===== config.mk =====
export PLATFORM = sky130hd
export DESIGN_NAME = link_frame_sched
export DESIGN_NICKNAME = d
export VERILOG_FILES = /design/src/rtl/lfs_pkg.sv /design/src/rtl/lfs_ctrl.sv /design/src/rtl/lfs_counter.sv /design/src/rtl/lfs_tap.sv /design/src/rtl/link_frame_sched.sv
export SDC_FILE = /design/constraint.sdc
export NUM_CORES = 1
export LEC_CHECK = 0
export ABC_AREA = 1
export BUFFER_PORTS_ARGS = -buffer_cell sky130_fd_sc_hd__buf_2
export CORE_UTILIZATION = 51
export DETAILED_ROUTE_END_ITERATION = 10
export PLACE_DENSITY = 0.89
export SLEW_MARGIN = 10
export SYNTH_ARGS = -nofsm -noshare
export SYNTH_HDL_FRONTEND = slang
export SYNTH_SLANG_ARGS = --single-unit

===== constraint.sdc =====
create_clock -name clk -period 1.9 [get_ports clk]
set_input_delay 0.285 -clock clk [delete_from_list [all_inputs] [get_ports clk]]
set_output_delay 0.285 -clock clk [all_outputs]
set_load 0.05 [all_outputs]

===== src/rtl/lfs_pkg.sv =====
package lfs_pkg;

  typedef enum logic [1:0] {
    ST_IDLE  = 2'd0,
    ST_ARMED = 2'd1,
    ST_RUN   = 2'd2
  } lfs_state_e;

  // One-cycle command from the controller to the counter
  typedef struct packed {
    logic clear;
    logic load;
    logic step;
  } lfs_cmd_t;

endpackage


===== src/rtl/lfs_ctrl.sv =====
module lfs_ctrl
  import lfs_pkg::*;
(
  input  logic     clk,
  input  logic     rst,
  input  logic     frame_start,
  input  logic     frame_enc,
  input  logic     mute,
  input  logic     hdmi_mode,
  input  logic     adv_en,
  input  logic     auth_done,
  output lfs_cmd_t cmd
);

  lfs_state_e state_q;
  logic       hold_q;   // set once mute is seen; wait for an encrypted frame
  logic       muted;

  assign muted = hdmi_mode & mute;

  always_comb begin
    cmd = '0;
    if (auth_done) begin
      cmd.clear = 1'b1;
    end else if (frame_start && !muted) begin
      unique case (state_q)
        ST_ARMED: cmd.load = frame_enc;
        ST_RUN: begin
          if (hold_q)      cmd.step = frame_enc;
          else if (adv_en) cmd.step = 1'b1;
          else             cmd.step = frame_enc;
        end
        default: cmd = '0;
      endcase
    end
  end

  always_ff @(posedge clk) begin
    if (rst) begin
      state_q <= ST_IDLE;
      hold_q  <= 1'b0;
    end else if (auth_done) begin
      state_q <= ST_ARMED;
      hold_q  <= 1'b0;
    end else begin
      if (cmd.load) state_q <= ST_RUN;
      if (state_q == ST_RUN && muted) hold_q <= 1'b1;
      else if (cmd.step)              hold_q <= 1'b0;
    end
  end

endmodule


===== src/rtl/lfs_counter.sv =====
module lfs_counter
  import lfs_pkg::*;
#(
  parameter int CNT_W = 32
) (
  input  logic             clk,
  input  logic             rst,
  input  lfs_cmd_t         cmd,
  output logic [CNT_W-1:0] cnt_q,
  output logic [CNT_W-1:0] cnt_nxt,
  output logic             fire,
  output logic             adv_q
);

  localparam logic [CNT_W-1:0] ONE = CNT_W'(1);

  assign fire = cmd.load | cmd.step;

  always_comb begin
    if (cmd.clear)     cnt_nxt = '0;
    else if (cmd.load) cnt_nxt = ONE;
    else if (cmd.step) cnt_nxt = cnt_q + ONE;
    else               cnt_nxt = cnt_q;
  end

  always_ff @(posedge clk) begin
    if (rst) begin
      cnt_q <= '0;
      adv_q <= 1'b0;
    end else begin
      cnt_q <= cnt_nxt;
      adv_q <= fire;
    end
  end

endmodule


===== src/rtl/lfs_tap.sv =====
module lfs_tap #(
  parameter int CNT_W = 32,
  parameter int LOG2  = 4
) (
  input  logic             clk,
  input  logic             rst,
  input  logic             fire,
  input  logic [CNT_W-1:0] cnt_nxt,
  output logic             stb_q
);

  logic on_period;

  // a zero count is the wrap, not a period boundary
  assign on_period = (cnt_nxt[LOG2-1:0] == '0) && (cnt_nxt != '0);

  always_ff @(posedge clk) begin
    if (rst) stb_q <= 1'b0;
    else     stb_q <= fire & on_period;
  end

endmodule


===== src/rtl/link_frame_sched.sv =====
module link_frame_sched
  import lfs_pkg::*;
#(
  parameter int CNT_W     = 32,
  parameter int LINK_LOG2 = 7,
  parameter int PIX_LOG2  = 4
) (
  input  logic             clk,
  input  logic             rst,
  input  logic             frame_start,
  input  logic             frame_enc,
  input  logic             mute,
  input  logic             hdmi_mode,
  input  logic             adv_en,
  input  logic             auth_done,
  output logic [CNT_W-1:0] frame_cnt,
  output logic             adv_stb,
  output logic             link_stb,
  output logic             pix_stb
);

  localparam int NTAP = 2;
  localparam int TAP_LOG2 [NTAP] = '{LINK_LOG2, PIX_LOG2};

  lfs_cmd_t         cmd;
  logic [CNT_W-1:0] cnt_nxt;
  logic             fire;
  logic [NTAP-1:0]  tap_stb;

  lfs_ctrl u_ctrl (
    .clk        (clk),
    .rst        (rst),
    .frame_start(frame_start),
    .frame_enc  (frame_enc),
    .mute       (mute),
    .hdmi_mode  (hdmi_mode),
    .adv_en     (adv_en),
    .auth_done  (auth_done),
    .cmd        (cmd)
  );

  lfs_counter #(.CNT_W(CNT_W)) u_cnt (
    .clk    (clk),
    .rst    (rst),
    .cmd    (cmd),
    .cnt_q  (frame_cnt),
    .cnt_nxt(cnt_nxt),
    .fire   (fire),
    .adv_q  (adv_stb)
  );

  for (genvar g = 0; g < NTAP; g++) begin : g_tap
    lfs_tap #(.CNT_W(CNT_W), .LOG2(TAP_LOG2[g])) u_tap (
      .clk    (clk),
      .rst    (rst),
      .fire   (fire),
      .cnt_nxt(cnt_nxt),
      .stb_q  (tap_stb[g])
    );
  end

  assign link_stb = tap_stb[0];
  assign pix_stb  = tap_stb[1];

endmodule


# Word level (Yosys, flattened, before mapping)
# Index checks and enable logic that the tools add are counted.
totals:
  reg_bits: 38
classes:
  muxes: 14
  n_reduce_logical: 11
  add_sub_neg: 1
  bitwise: 4
  eq_ne: 2
op_table:
  columns: ["cell", "count"]
  rows:
  - ["$mux 32", 3]
  - ["$add 32x1->32 const B", 1]
  - ["$reduce_bool 32->1", 1]
  - ["$mux 1", 9]
  - ["$logic_not 7->1", 1]
  - ["$logic_and 1x1->1", 4]
  - ["$logic_not 4->1", 1]
  - ["$mux 2", 2]
  - ["$reduce_bool 2->1", 2]
  - ["$and 1x1->1", 3]
  - ["$eq 2x1->1 const B", 1]
  - ["$eq 2x2->1 const B", 1]
  - ["$reduce_or 2->1", 1]
  - ["$logic_not 1->1", 1]
  - ["$or 1x1->1", 1]

# Longest topological paths before layout
# Gate-level depths: netlist (run 1).
logic_depth:
  depth_word: 11
  depth_mapped: 16
  depth_no_buf: 15

# Hierarchy
# Synthesis (run 1) repeated with hierarchy kept, for this count alone.
unflattened:
  cells_unflattened: 414
  area_unflattened_um2: 2610.0
by_module_without_submodules:
  columns: ["module", "area_per_inst_um2", "seq_area_each_um2", "n_inst", "cells_each"]
  rows:
  - ["lfs_counter", 2147.1, 660.6, 1, 323]
  - ["lfs_ctrl", 168.9, 60.1, 1, 25]
  - ["lfs_tap (g_tap[0].u_tap)", 148.9, 20.0, 1, 33]
  - ["lfs_tap (g_tap[1].u_tap)", 145.1, 20.0, 1, 33]

# Least setup slack after synthesis (run 1)
# No wires, ideal clock.
synth_path:
  path_type: "reg-to-reg"
  start: "register u_cnt.cnt_q[1]"
  end: "register g_tap[0].u_tap.stb_q"
  t_arrival_ns: 2.117
  required_ns: 1.787
  path_stages_with_launch: 16
  path_buffers: 1
  path_slack_ns: -0.330
  synth_period_minus_slack_ns: 2.230
  cell_sequence: "dfxtp_1 -> ha_1 -> inv_1 -> nor2_4 -> nand3_4 -> nor2_4 -> buf_6 -> nand3_1 -> nand3_2 -> nand2_1 -> nor2_1 -> nand2_1 -> nor2_1 -> nand2_1 -> nand2_1 -> nor2_1"
synth_via:
  elab_chain_len: 7
  word_cells_on_any_way: 8
synth_lines:
  columns: ["item", "line_no", "text"]
  rows:
  - ["from (decl)", "lfs_counter.sv:9", "output logic [CNT_W-1:0] cnt_q,"]
  - ["from (signal assigned)", "lfs_counter.sv:31", "cnt_q <= cnt_nxt;"]
  - ["$add 32x1->32", "lfs_counter.sv:22", "else if (cmd.step) cnt_nxt = cnt_q + ONE;"]
  - ["$mux 32 (*)", "lfs_counter.sv:22", null]
  - ["$mux 32 (*)", "lfs_counter.sv:21", "else if (cmd.load) cnt_nxt = ONE;"]
  - ["$mux 32 (*)", "lfs_counter.sv:20", "if (cmd.clear) cnt_nxt = '0;"]
  - ["$reduce_bool 32->1 / $logic_not 7->1 (equally long branches)", "lfs_tap.sv:15", "assign on_period = (cnt_nxt[LOG2-1:0] == '0) && (cnt_nxt != '0);"]
  - ["$logic_and 1x1->1 (*)", "lfs_tap.sv:15", null]
  - ["$and 1x1->1 (*)", "lfs_tap.sv:19", "else stb_q <= fire & on_period;"]
  - ["to (signal assigned)", "lfs_tap.sv:19", null]
  - ["to (decl)", "lfs_tap.sv:9", "output logic stb_q"]
# Mark *: on every way between the ends. The rest lies on a longest branch, timed or not.
# A chain may end at the register's enable or synchronous reset.

# Worst setup path in the final report (run 1)
# Same ends and word-level chain as after synthesis.

==> impl_metrics.tcl, run 1 <==
set metrics [dict create \
    cts_hold_buf 0 \
    gp_congestion 0.884 \
    rrSetupSlack_ns -0.11 \
    drc 0 \
    r2r_start "u_cnt.cnt_q[1]" \
    rsz0062_at_grt "yes" \
    syn-mean-instance-area_um2 6.46 \
    nets 450 \
    vias 2830 \
    rows 24 \
    drive_above_1_share_pct 32.6 \
    skew_ns 0.0150 \
    drt-initial-drc-count 327 \
    critical_path_class "reg -> reg" \
    grt_first_pass_wirelength_mm 11.3 \
    synth_compound_area_share_pct 4.46 \
    power_density_nw_per_um2 461 \
    synthArstFlopShare_pct 0 \
    finalCritPeriodShare_pct 106 \
    place_ws_ns -0.0982 \
    cts.clk_slew.worst_paths_ns 0.08 \
    ys.flop_type "dfxtp_1" \
    die_width_um 71.6 \
    clk_path_buf_depth 2 \
    reg2reg_to "g_tap[0].u_tap.stb_q" \
    grt.total_usage_pct 28.0 \
    synthAdderAreaFrac_pct 0.507 \
    clk_latency_ns 0.29 \
    status "finished with violations" \
    synth_cells 382 \
    synth-simple-area-share_pct 53.2 \
    drv_slew 0 \
    hold_viol 0 \
    grt_pass1_vias 2508 \
    vias_per_cell 5.73 \
    synthMuxAreaShare_pct 0 \
    violations "negative setup slack" \
    avgRoutedWirePerCell_um 14.7 \
    setup.worst_path.start_class "register" \
    fp.dieH_um 71.6 \
    clock-sinks 38 \
    grt_remaining_overflow 0 \
    drt-total-wl_mm 7.24 \
    holdWs_ns 0.294 \
    min_from "hdmi_mode" \
    dpl.hpwl_mm 4.94 \
    antenna_found_initial 0 \
    fillers 362 \
    htreeDepth 2 \
    root_buffer "clkbuf_8" \
    ioPinCount 43 \
    maxSlewHeadroom_pct 76.8 \
    cp.arrival_ns 2.24 \
    min_to "u_ctrl.hold_q" \
    start_util_pct 54.8 \
    areaGrowthSynthToFinish_pct 23.7 \
    hp-class "in -> reg" \
    cts_tree "done" \
    yosys_warnings 0 \
    portBuffers 42 \
    irDropWorstVdd_mv 0.268 \
    firstDrtPassIters 5 \
    cts_inserted_buffers 5 \
    antenna_left 0 \
    end_kind "register" \
    cap_violations 0 \
    fmax_ghz 0.498 \
    ys_types 27 \
    setup_ws_ns -0.108 \
    ys_seq_area_share_pct 30.8 \
    synth_top_family_by_area "simple AND/OR/NAND/NOR gates" \
    synth_area_um2 2470 \
    rr_worst_depth 16 \
    syn-num-nets 391 \
    path_max_fanout 5 \
    p_leak_nw 1.41 \
    core-area_um2 4500 \
    worst_pin_slew_ns 0.346 \
    min_period_ns 2.01 \
    setup_violations 2 \
    synth_seq_cells 38 \
    synth_xor_area_share_pct 0.355 \
    worstPathRequired_ns 2.14 \
    grt_max_degree 32 \
    hold_depth 3 \
    synth_edf_count 0 \
    num_antenna_cells 0 \
    dieArea_um2 5120 \
]
## kinds of logic (layout without fill, tap and decap cells)
kind of cell	Yosys count	count (layout)
and+or+nand+nor	264	265
buffers and inverters	61	120
DFF	38	38
AOI/OAI and AO/OA	17	17
adders and majority gates	1	1
xor gates and xnor gates	1	1
## cell type report
| cell class | instances | area (um2) | share of cell area (%) |
|---|---|---|---|
| Clock buffer | 8 | 80.1 | 2.62 |
| Inverter | 50 | 193 | 6.31 |
| Sequential cell | 38 | 793 | 26.0 |
| Tap cell | 52 | 65.1 | 2.13 |
| Multi-Input combinational cell | 284 | 1540 | 50.3 |
| Timing Repair Buffer | 62 | 387 | 12.7 |
## sequential cells by signal, summed over array words and instances, names as in the netlist
name               cells
u_ctrl.state_q         2
u_cnt.cnt_q           32
g_tap.u_tap.stb_q      2
u_ctrl.hold_q          1
u_cnt.adv_q            1
## worst max-delay path: stages (launching register included)
cell      delay (ns)
dfxtp_4         0.38
ha_4            0.16
inv_4           0.04
nor2_4          0.15
nand3b_1        0.18
nor2_4          0.24
buf_6           0.13
nand2_2         0.04
nand2_2         0.08
nand3_2         0.09
nand2_2         0.09
nor2_2          0.04
nand2_1         0.06
nor2_1          0.05
nand2_1         0.05
nand2_1         0.06
nor2_1          0.10
## through the flow
| stage | cell area (um2) | setup TNS, ns | total power [mW] | utilization [%] | std cells |
|---|---|---|---|---|---|
| finish | 3050 | -0.199 | 1.41 | 67.8 | 494 |
| global route | 3050 | -0.452 | 1.45 | 67.8 | 494 |
| CTS | 2950 | 0 | 1.41 | 65.6 | 490 |
| detailed placement | 2800 | -0.188 | 0.883 | 62.2 | 473 |
| global placement | 2800 | -0.0432 | 0.882 | 62.2 | 473 |
| floorplan | 2510 | 0 | 0.857 | - | 382 |
## power by group
part	total (mW)	switching, mW	internal [mW]	leakage (nW)
clock network	0.539	0.278	0.261	0.0395
registers	0.798	0.00204	0.796	0.318
logic	0.0713	0.0493	0.0219	1.05
total	1.41	0.329	1.08	1.41
## Yosys cell counts, types with 2 or more instances
cell      instances  area share (%)
clkbuf_1          5            0.76
o21ai_0           4            0.81
nor3_1            6             1.2
nor2_2            6             1.5
buf_6             2            0.91
a21oi_1           3            0.61
o21bai_1          7             2.1
nand3_1          45             9.1
buf_2             3            0.61
nor2_4            6             2.7
or2_2             2            0.51
nand2_2           3            0.76
inv_2             2            0.30
inv_1            48             7.3
nand3_4           4             2.8
nand3b_1          2            0.61
nand2_1         103              16
dfxtp_1          38              31
nand3_2          13             5.3
nand4_1          10             2.5
nor2_1           63             9.6
o21a_1            2            0.61
## worst max path at each step
stage,cells after the start,startpoint,slack (ns),to
after floorplan,13,u_cnt.cnt_q[17],0.02,g_tap[0].u_tap.stb_q
after global placement,14,u_cnt.cnt_q[0],-0.02,g_tap[0].u_tap.stb_q
after detailed placement,14,u_cnt.cnt_q[0],-0.1,g_tap[0].u_tap.stb_q
after CTS,14,u_cnt.cnt_q[0],0.002,g_tap[0].u_tap.stb_q
after global routing,16,u_cnt.cnt_q[1],-0.21,g_tap[0].u_tap.stb_q
final,16,u_cnt.cnt_q[1],-0.11,g_tap[0].u_tap.stb_q
## cells in the final DEF, fill, tap and decap left out, types with 5 or more instances in the layout
cell      instances
nand4_1          10
nor3_1            6
nor2_4           10
dfxtp_2          20
o21bai_1          7
nand2_2           9
nand2_1          97
nor2_2            6
nand3_2          19
dfxtp_1          16
buf_2            43
inv_1            47
buf_4            16
nand3_1          39
clkbuf_8          5
nor2_1           60
## routing by layer
layer,global-route usage (%),up-vias,wire (um)
li1,-,1321,-
met1,37.1,1274,2990
met2,45.1,198,3250
met3,5.20,37,771
met4,11.5,0,235
met5,0,-,0
## what timing repair did
item | CTS | global route
resized for setup | 2 | 20
setup endpoints to repair | 2 | 2
pin swaps | 8 | 14
gates cloned | 1 | 0
buffers inserted | 8 | 4
Note: power is estimated with default switching activity, not from simulation.
==> run 2, diff against run 1 <==
--- a/config.mk
+++ b/config.mk
@@ -7,7 +7,9 @@
 export LEC_CHECK = 0
 export ABC_AREA = 1
 export BUFFER_PORTS_ARGS = -buffer_cell sky130_fd_sc_hd__buf_2
+export CAP_MARGIN = 25
 export CORE_UTILIZATION = 51
+export CTS_BUF_LIST = sky130_fd_sc_hd__clkbuf_16
 export DETAILED_ROUTE_END_ITERATION = 10
 export PLACE_DENSITY = 0.89
 export SLEW_MARGIN = 10
==> impl_metrics.tcl, run 2 (same netlist as run 1, synthesis figures left out) <==
set metrics [dict create \
    cts.clk_slew.worst_paths_ns 0.06 \
    drt-total-wl_mm 8.05 \
    cts_tree "done" \
    setup.worst_path.start_class "register" \
    skew_ns 0.00985 \
    holdWs_ns 0.330 \
    cp.arrival_ns 2.33 \
    hp-class "in -> reg" \
    htreeDepth 2 \
    rrSetupSlack_ns -0.25 \
    rsz0062_at_grt "yes" \
    dieArea_um2 5120 \
    cts_hold_buf 0 \
    cap_violations 0 \
    antenna_found_initial 0 \
    root_buffer "clkbuf_16" \
    start_util_pct 54.8 \
    worst_pin_slew_ns 0.401 \
    min_from "hdmi_mode" \
    top_regs "u_cnt.cnt_q: 32 flops, g_tap.u_tap.stb_q: 2 flops, u_ctrl.state_q: 2 flops" \
    hold_viol 0 \
    crit_start "u_cnt.cnt_q[1]" \
    num_antenna_cells 0 \
    reg2reg_to "g_tap[0].u_tap.stb_q" \
    end_kind "register" \
    clock-sinks 38 \
    final.setup.tns_ns -0.495 \
    nets 459 \
    grt_remaining_overflow 0 \
    min_period_ns 2.15 \
    firstDrtPassIters 5 \
    clk_latency_ns 0.29 \
    grt_first_pass_wirelength_mm 11.5 \
    crit_chain "ha_4, inv_4, nor2_4, nand3_4, nor2_4, buf_4, nand3_1, nand3_2, nand2_1, nor2_1, nand2_1, nor2_1, nand2_1, nand2_1, nor2_1" \
    p_leak_nw 1.50 \
    rows 24 \
    fillers 343 \
    design_area_um2 3160 \
    portBuffers 42 \
    ioPinCount 43 \
    final_cell_mix "nand2_1 (99), nor2_1 (61), inv_1 (50)" \
    antenna_left 0 \
    status "finished with violations" \
    drive_above_1_share_pct 32.8 \
    vias_per_cell 5.89 \
    timing.critical_path.to "g_tap[0].u_tap.stb_q" \
    setup_violations 2 \
    drv_slew 0 \
    grt_pass1_vias 2518 \
    slowest_delay_ns 0.38 \
    gp_congestion 0.884 \
    finalCritPeriodShare_pct 113 \
    core-area_um2 4500 \
    irDropWorstVdd_mv 0.356 \
    dpl.hpwl_mm 4.94 \
    crit_slowest_cell "dfxtp_4" \
    fp.dieH_um 71.6 \
    grt.total_usage_pct 28.7 \
    rr_worst_depth 15 \
    largest_reg_flops 32 \
    clk_path_buf_depth 2 \
    power_density_nw_per_um2 528 \
    maxSlewHeadroom_pct 73.1 \
    cpMostUsedCell "nand2_1" \
    r2r_start "u_cnt.cnt_q[1]" \
    fmax_ghz 0.465 \
    path_max_fanout 6 \
    cts_inserted_buffers 5 \
    layout_commonest_cell "nand2_1" \
    avgRoutedWirePerCell_um 16.0 \
    largest-register "u_cnt.cnt_q" \
    areaGrowthSynthToFinish_pct 27.9 \
    power.total_mw 1.67 \
    fin_util_pct 70.1 \
    drt-initial-drc-count 395 \
    violations "negative setup slack" \
    setup_ws_ns -0.253 \
    grt_max_degree 32 \
    placed_area_um2 2800 \
    worstPathRequired_ns 2.08 \
    vias 2962 \
    drc 0 \
    die_width_um 71.6 \
    critical_path_class "reg -> reg" \
]
-- run 2: cell count changes in the layout (fill, tap and decap cells not counted), moves of 3 or more --
cell	change
inv_1	+3
clkbuf_1	-3
clkbuf_8	-5
nand3_2	-4
nand3_1	+4
buf_4	+8
clkbuf_16	+5
buf_6	+3
-- run 2: per-layer routing --
metal  vias to the layer above  GRT usage, %  wire, um
met3                        56          4.64       951
met1                      1342          37.9      3190
met4                         0          12.6       302
met5                         -             0         0
li1                       1351             -         -
met2                       213          46.7      3610
-- run 2: layout make-up --
cell class	count	area (um2)	area share, %
clock buffer	5	125	3.96
inverter	50	193	6.10
tap	52	65.1	2.06
clock inverter	3	11.3	0.357
sequential	38	796	25.2
multi-input combinational	283	1490	47.2
timing repair buffer	72	475	15.1
-- run 2: how the worst min path moves through the flow --
stage / to / slack (ns) / depth (start not counted)
final: u_ctrl.hold_q / 0.33 / 3
after global routing: u_ctrl.hold_q / 0.33 / 3
after CTS: u_ctrl.hold_q / 0.30 / 3
after detailed placement: u_ctrl.hold_q / 0.45 / 2
after global placement: u_ctrl.hold_q / 0.45 / 2
after floorplan: u_ctrl.hold_q / 0.44 / 2
-- run 2: stage by stage --
stage | setup WS, ns | instances
final | -0.253 | 503
after detailed placement | -0.0982 | 473
after global placement | -0.0250 | 473
after floorplan | 0.0212 | 382
after global routing | -0.300 | 503
after CTS | -0.0318 | 494
-- run 2: critical path, delay by kind of cell (launching register included) --
kind / cells / cell delay (ns)
simple gates: 12 / 1.32
flops: 1 / 0.38
fa+ha+maj: 1 / 0.16
buf+inv: 2 / 0.19
-- run 2: report_power, final --
part	internal, mW	switching [mW]
logic	0.0252	0.0542
clock network	0.472	0.315
registers	0.797	0.00225
total	1.29	0.371
-- run 2: timing repair --
item                                   4_1_cts  5_1_grt
gates resized for setup                      5       13
pin swaps                                   13       13
buffers inserted                            13        9
setup endpoints to repair                    2        2
gates cloned                                 0        0
endpoints found under the hold margin        0        0
